## src/rtl/vdma_pkg.sv

```systemverilog
package vdma_pkg;
    typedef struct packed {
        logic cclk;
        logic dclk;
        logic armed;
        logic low;
    } strb_s;
endpackage

```

## src/rtl/vdma_cfg_reg.sv

```systemverilog
module vdma_cfg_reg #(
    parameter int W = 7
) (
    input  logic         clk,
    input  logic         rst_n,
    input  logic         we,
    input  logic [W-1:0] wdata,
    output logic [W-1:0] val
);
    logic [W-1:0] val_d, val_q;

    always_comb begin
        val_d = val_q;
        if (we) val_d = wdata;
    end

    always_ff @(posedge clk) begin
        if (!rst_n) val_q <= '0;
        else        val_q <= val_d;
    end

    assign val = val_q;

    p_load_r2: assert property (@(posedge clk) disable iff (!rst_n)
        we |=> (val == $past(wdata)));
    p_hold_r2: assert property (@(posedge clk) disable iff (!rst_n)
        !we |=> $stable(val));
endmodule

```

## src/rtl/vdma_strobe_gen.sv

```systemverilog
module vdma_strobe_gen
    import vdma_pkg::*;
(
    input  logic clk,
    input  logic rst_n,
    input  logic vcycle,
    input  logic cclk,
    input  logic dclk,
    output logic strobe_low
);
    strb_s st_d, st_q;
    logic  cclk_rise, dclk_rise;

    assign cclk_rise = cclk & ~st_q.cclk;
    assign dclk_rise = dclk & ~st_q.dclk;

    always_comb begin
        st_d      = st_q;
        st_d.cclk = cclk;
        st_d.dclk = dclk;
        if (!vcycle) begin
            st_d.armed = 1'b0;
            st_d.low   = 1'b0;
        end else if (cclk_rise) begin
            st_d.armed = 1'b1;
            st_d.low   = 1'b0;
        end else if (st_q.armed && dclk_rise) begin
            st_d.armed = 1'b0;
            st_d.low   = 1'b1;
        end
    end

    always_ff @(posedge clk) begin
        if (!rst_n) st_q <= '0;
        else        st_q <= st_d;
    end

    assign strobe_low = st_q.low;

    p_fall_on_dclk_r6: assert property (@(posedge clk) disable iff (!rst_n)
        $rose(st_q.low) |-> $past(dclk_rise && vcycle));
    p_end_on_cclk_r7: assert property (@(posedge clk) disable iff (!rst_n)
        $fell(st_q.low) |-> $past(cclk_rise || !vcycle));
    p_not_both_r8: assert property (@(posedge clk) disable iff (!rst_n)
        !(st_q.low && st_q.armed));
endmodule

```

## src/rtl/vdma_bus_drive.sv

```systemverilog
module vdma_bus_drive #(
    parameter int AW = 5,
    parameter int CW = 2
) (
    input  logic          clk,
    input  logic          rst_n,
    input  logic          vcycle,
    input  logic [AW-1:0] cfg_addr,
    input  logic [CW-1:0] cfg_cs,
    output logic          drive,
    output logic [AW-1:0] addr,
    output logic [CW-1:0] cs_n
);
    typedef struct packed {
        logic          drive;
        logic [AW-1:0] addr;
        logic [CW-1:0] cs_n;
    } drv_s;

    drv_s          dv_d, dv_q;
    logic [AW-1:0] addr_gated;
    logic [CW-1:0] cs_gated;

    for (genvar i = 0; i < AW; i++) begin : g_addr
        assign addr_gated[i] = vcycle & cfg_addr[i];
    end
    for (genvar j = 0; j < CW; j++) begin : g_cs
        assign cs_gated[j] = ~vcycle | cfg_cs[j];
    end

    always_comb begin
        dv_d       = dv_q;
        dv_d.drive = vcycle;
        dv_d.addr  = addr_gated;
        dv_d.cs_n  = cs_gated;
    end

    always_ff @(posedge clk) begin
        if (!rst_n) begin
            dv_q.drive <= 1'b0;
            dv_q.addr  <= '0;
            dv_q.cs_n  <= '1;
        end else begin
            dv_q <= dv_d;
        end
    end

    assign drive = dv_q.drive;
    assign addr  = dv_q.addr;
    assign cs_n  = dv_q.cs_n;

    p_fields_r3: assert property (@(posedge clk) disable iff (!rst_n)
        vcycle |=> (addr == $past(cfg_addr)) && (cs_n == $past(cfg_cs)));
    p_idle_r5: assert property (@(posedge clk) disable iff (!rst_n)
        !vcycle |=> (addr == '0) && (cs_n == '1));
endmodule

```

## src/rtl/vdma_bus_driver.sv

```systemverilog
module vdma_bus_driver #(
    parameter int AW = 5,
    parameter int CW = 2
) (
    input  logic             clk,
    input  logic             rst_n,
    input  logic             cfg_we,
    input  logic [AW+CW-1:0] cfg_wdata,
    input  logic             vcycle,
    input  logic             cclk,
    input  logic             dclk,
    output logic [AW-1:0]    bus_addr_hi,
    output logic             bus_addr_oe,
    output logic [CW-1:0]    bus_mcs_n,
    output logic             bus_a0,
    output logic             bus_bhe_n,
    output logic             bus_lo_oe,
    output logic             bus_mrd_n,
    output logic             bus_mrd_oe
);
    localparam int CFG_W = AW + CW;

    logic [CFG_W-1:0] cfg_val;
    logic             drive;
    logic             strobe_low;

    vdma_cfg_reg #(.W(CFG_W)) u_cfg (
        .clk   (clk),
        .rst_n (rst_n),
        .we    (cfg_we),
        .wdata (cfg_wdata),
        .val   (cfg_val)
    );

    vdma_strobe_gen u_strb (
        .clk        (clk),
        .rst_n      (rst_n),
        .vcycle     (vcycle),
        .cclk       (cclk),
        .dclk       (dclk),
        .strobe_low (strobe_low)
    );

    vdma_bus_drive #(.AW(AW), .CW(CW)) u_drv (
        .clk      (clk),
        .rst_n    (rst_n),
        .vcycle   (vcycle),
        .cfg_addr (cfg_val[AW-1:0]),
        .cfg_cs   (cfg_val[CFG_W-1:AW]),
        .drive    (drive),
        .addr     (bus_addr_hi),
        .cs_n     (bus_mcs_n)
    );

    assign bus_addr_oe = drive;
    assign bus_lo_oe   = drive;
    assign bus_mrd_oe  = drive;
    assign bus_a0      = 1'b0;
    assign bus_bhe_n   = ~drive;
    assign bus_mrd_n   = ~(drive & strobe_low);

    p_word_r4: assert property (@(posedge clk) disable iff (!rst_n)
        vcycle |=> bus_lo_oe && !bus_bhe_n && !bus_a0);
    p_release_r5: assert property (@(posedge clk) disable iff (!rst_n)
        !vcycle |=> !bus_addr_oe && !bus_lo_oe && !bus_mrd_oe && bus_mrd_n);
    p_strobe_driven_r6: assert property (@(posedge clk) disable iff (!rst_n)
        !bus_mrd_n |-> bus_mrd_oe);
endmodule

```

## config.mk

```make
export PLATFORM = sky130hd
export DESIGN_NAME = vdma_bus_driver
export DESIGN_NICKNAME = d
export VERILOG_FILES = /design/src/rtl/vdma_pkg.sv /design/src/rtl/vdma_cfg_reg.sv /design/src/rtl/vdma_strobe_gen.sv /design/src/rtl/vdma_bus_drive.sv /design/src/rtl/vdma_bus_driver.sv
export SDC_FILE = /design/constraint.sdc
export NUM_CORES = 1
export LEC_CHECK = 0
export CORE_UTILIZATION = 40
export DETAILED_ROUTE_END_ITERATION = 8
export HOLD_SLACK_MARGIN = 0.15
export PLACE_DENSITY = 0.75
export SLEW_MARGIN = 10
export SYNTH_ARGS = -nofsm -noshare
export SYNTH_HDL_FRONTEND = slang
export SYNTH_SLANG_ARGS = --single-unit
```

## constraint.sdc

```tcl
create_clock -name clk -period 1.9 [get_ports clk]
set_clock_uncertainty 0.15 [all_clocks]
set_input_delay 0.38 -clock clk [delete_from_list [all_inputs] [get_ports clk]]
set_output_delay 0.38 -clock clk [all_outputs]
set_load 0.05 [all_outputs]
```

==> results.json <==
{
  "status": "finished with violations",
  "violations": "DRC",
  "place_hpwl_um": 767,
  "yosys.area.top_type": "dfxtp_1",
  "leakagePower_nw": 0.404,
  "min-delay-start": "u_cfg.val[6]",
  "grt_pass1_wl_um": 1740,
  "maxSlewViolCount": 0,
  "power_mw": 0.728,
  "ys_types": 16,
  "ys_ff_latch": 19,
  "netlist_area_sq_um": 646,
  "grt_max_degree": 11,
  "finalCritPeriodShare": 0.762,
  "cp_cell_sequence": "nand2_1, buf_4",
  "insertion_delay_ns": 0.28,
  "ys_warn_count": 0,
  "synth_most_common_cell": "dfxtp_1",
  "synth_area_leaders": "dfxtp_1 59%, mux2i_1 11%, nor2b_1 7.8%, buf_4 5.8%, and3_1 4.8%",
  "clock.fmax_mhz": 690,
  "post_synth_inst_count": 59,
  "hold_viol": 0,
  "cts_tree": "done",
  "ioPinCount": 26,
  "cts_htree_levels": 1,
  "drive_above_1_share": 0.205,
  "ys_seq_area_frac": 0.589,
  "layout.cells.non_filler": 99,
  "vias_per_cell": 4.48,
  "ctsHoldBuffers": 0,
  "fin_crit_ns": 1.45,
  "fin_nets": 97,
  "die_w_um": 42.2,
  "chipHeight_um": 42.2,
  "netlist_top_cells_count": "19 x dfxtp_1, 8 x nor2b_1, 7 x mux2i_1",
  "seqCellArea_sq_um": 380,
  "endpoint_kind": "primary output",
  "synth_top_family_by_area": "simple AND/OR/NAND/NOR gates",
  "path_clk_slew_ns": 0.10,
  "gp_congestion": 0.660,
  "core-area_sq_mm": 0.00151,
  "min_delay_path_depth": 1,
  "ir_drop_mv": 0.316,
  "critPathMaxFanout": 5,
  "critPathKind": "flop to primary output",
  "overflow": 0,
  "clock-sinks": 19,
  "grt_usage": 0.129,
  "rows": 14,
  "arrival_ns": 0.92,
  "wl_per_cell_um": 10.2,
  "hold_path_class": "flop to flop",
  "antenna_found_initial": 0,
  "area_growth_pct": 35.1,
  "n_fill_cell": 140,
  "start_kind": "flop",
  "r2r_cells": 3,
  "port_buffers": 24,
  "drtPass1Iterations": 6,
  "synth_compound_area_frac": 0.0174,
  "postSynth.asyncResetShare": 0,
  "ctsResizeCount": 0,
  "avgSynthCellArea_sq_um": 10.9,
  "start_util": 0.429,
  "place_area_sq_um": 846,
  "final_antenna_net_count": 0,
  "die_area_sq_mm": 0.00178,
  "hold-path-endpoint": "u_drv.cs_n[1]",
  "synth-xor-area-share": 0,
  "postCtsSetupRepairBufs": 0,
  "multi_input_area_sq_um": 216,
  "via_count": 444,
  "rsz0062_at_grt": "no",
  "wl_um": 1010,
  "timing.rr.end": "u_strb.st_q[1]",
  "worst_path_max_delay_cell": "dfxtp_1",
  "drcViolationCount": 1,
  "clock_path_buffers": 2,
  "synth_adder_area_share": 0,
  "synth.area.mux_share": 0.109,
  "fin_setup_tns_ns": 0,
  "synth_nets": 72,
  "grt_pass1_vias": 423,
  "n_antenna_cell": 0,
  "cts_buffers": 3,
  "r2r_start": "u_strb.st_q[2]",
  "power-per-cell-area_mw_per_mm2": 835,
  "rrSetupSlack_ns": 1.00,
  "synth.top_cell.area_share": 0.589,
  "final_area_sq_um": 872,
  "worst_path_largest_cell_delay_ns": 0.39,
  "placedCellCount": 95,
  "setup_violations": 0,
  "required_ns": 1.37,
  "drt_first_iter_violations": 3,
  "synthFlopType": "dfxtp_1",
  "synth-edff-count": 0,
  "max-cap-violations": 0,
  "yosys.area_share.simple": 0.203,
  "clockRootBuffer": "clkbuf_4"
}
## metrics by stage
| step | hold WS, ns | worst slack [ns] | utilization |
|---|---|---|---|
| floorplan | 0.259 | 0.274 | - |
| global placement | 0.273 | 0.222 | 0.561 |
| detailed placement | 0.283 | 0.193 | 0.561 |
| CTS | 0.312 | 0.435 | 0.579 |
| global route | 0.332 | 0.371 | 0.579 |
| finish | 0.310 | 0.452 | 0.579 |
## power breakdown
group,internal [mW],switching [mW]
sequential,0.416,0.00726
clock,0.0814,0.108
combinational,0.0517,0.0637
## layer usage
metal	GRT usage	part of all wire	vias up
li1	-	-	233
met5	0	0	-
met2	0.209	0.46	14
met3	0.0129	0.056	2
met1	0.158	0.47	195
met4	0.0938	0.013	0
## state kept, by name (all words and copies together) (netlist names)
signal / cells
u_drv.drive: 1
u_drv.addr: 5
u_strb.strobe_low: 1
u_drv.cs_n: 2
u_cfg.val: 7
u_strb.st_q: 3
## logic make-up (layout without fill, tap and decap cells)
| kind of cell | Yosys count | in the layout |
|---|---|---|
| flops | 19 | 19 |
| mux | 7 | 7 |
| buf+inv | 8 | 32 |
| simple gates | 22 | 22 |
| compound gates | 2 | 2 |
| other cells | 1 | 1 |
## how the worst max path moves through the flow
stage                startpoint            to  slack, ns  cells past startpoint
floorplan           u_drv.drive     bus_mrd_n       0.27                      1
global placement         cfg_we  u_cfg.val[5]       0.22                      3
detailed placement       cfg_we  u_cfg.val[1]       0.19                      3
CTS                 u_drv.drive     bus_mrd_n       0.43                      2
global route        u_drv.drive     bus_mrd_n       0.37                      2
finish              u_drv.drive     bus_mrd_n       0.45                      2
## worst max-delay path: cells and delay by family, from the launching register on
kind | cells | cell delay [ns]
buffers and inverters | 1 | 0.18
flip-flops | 1 | 0.39
AND/OR/NAND/NOR | 1 | 0.07
## area by class of cell
| class | count | share of cell area |
|---|---|---|
| clock buffers | 4 | 0.0301 |
| repair buffers | 25 | 0.250 |
| flip-flops and latches | 19 | 0.436 |
| multi-input cells | 32 | 0.248 |
| well taps | 16 | 0.0230 |
| inverters | 3 | 0.0129 |
## cell usage in the layout, fill, tap and decap left out
master and instances:
dfxtp_1 19, buf_4 13, clkdlybuf4s50_1 12, nor2b_1 8
mux2i_1 7, and3_1 5, inv_1 3, clkbuf_4 3
or2_1 2, and2_1 2, nand2_2 1, a31oi_1 1
nor3_1 1, nand2b_1 1, a21oi_1 1, nor2_1 1
nand2_1 1, conb_1 1, clkbuf_1 1
No activity file was read; power rests on OpenSTA's default activity.
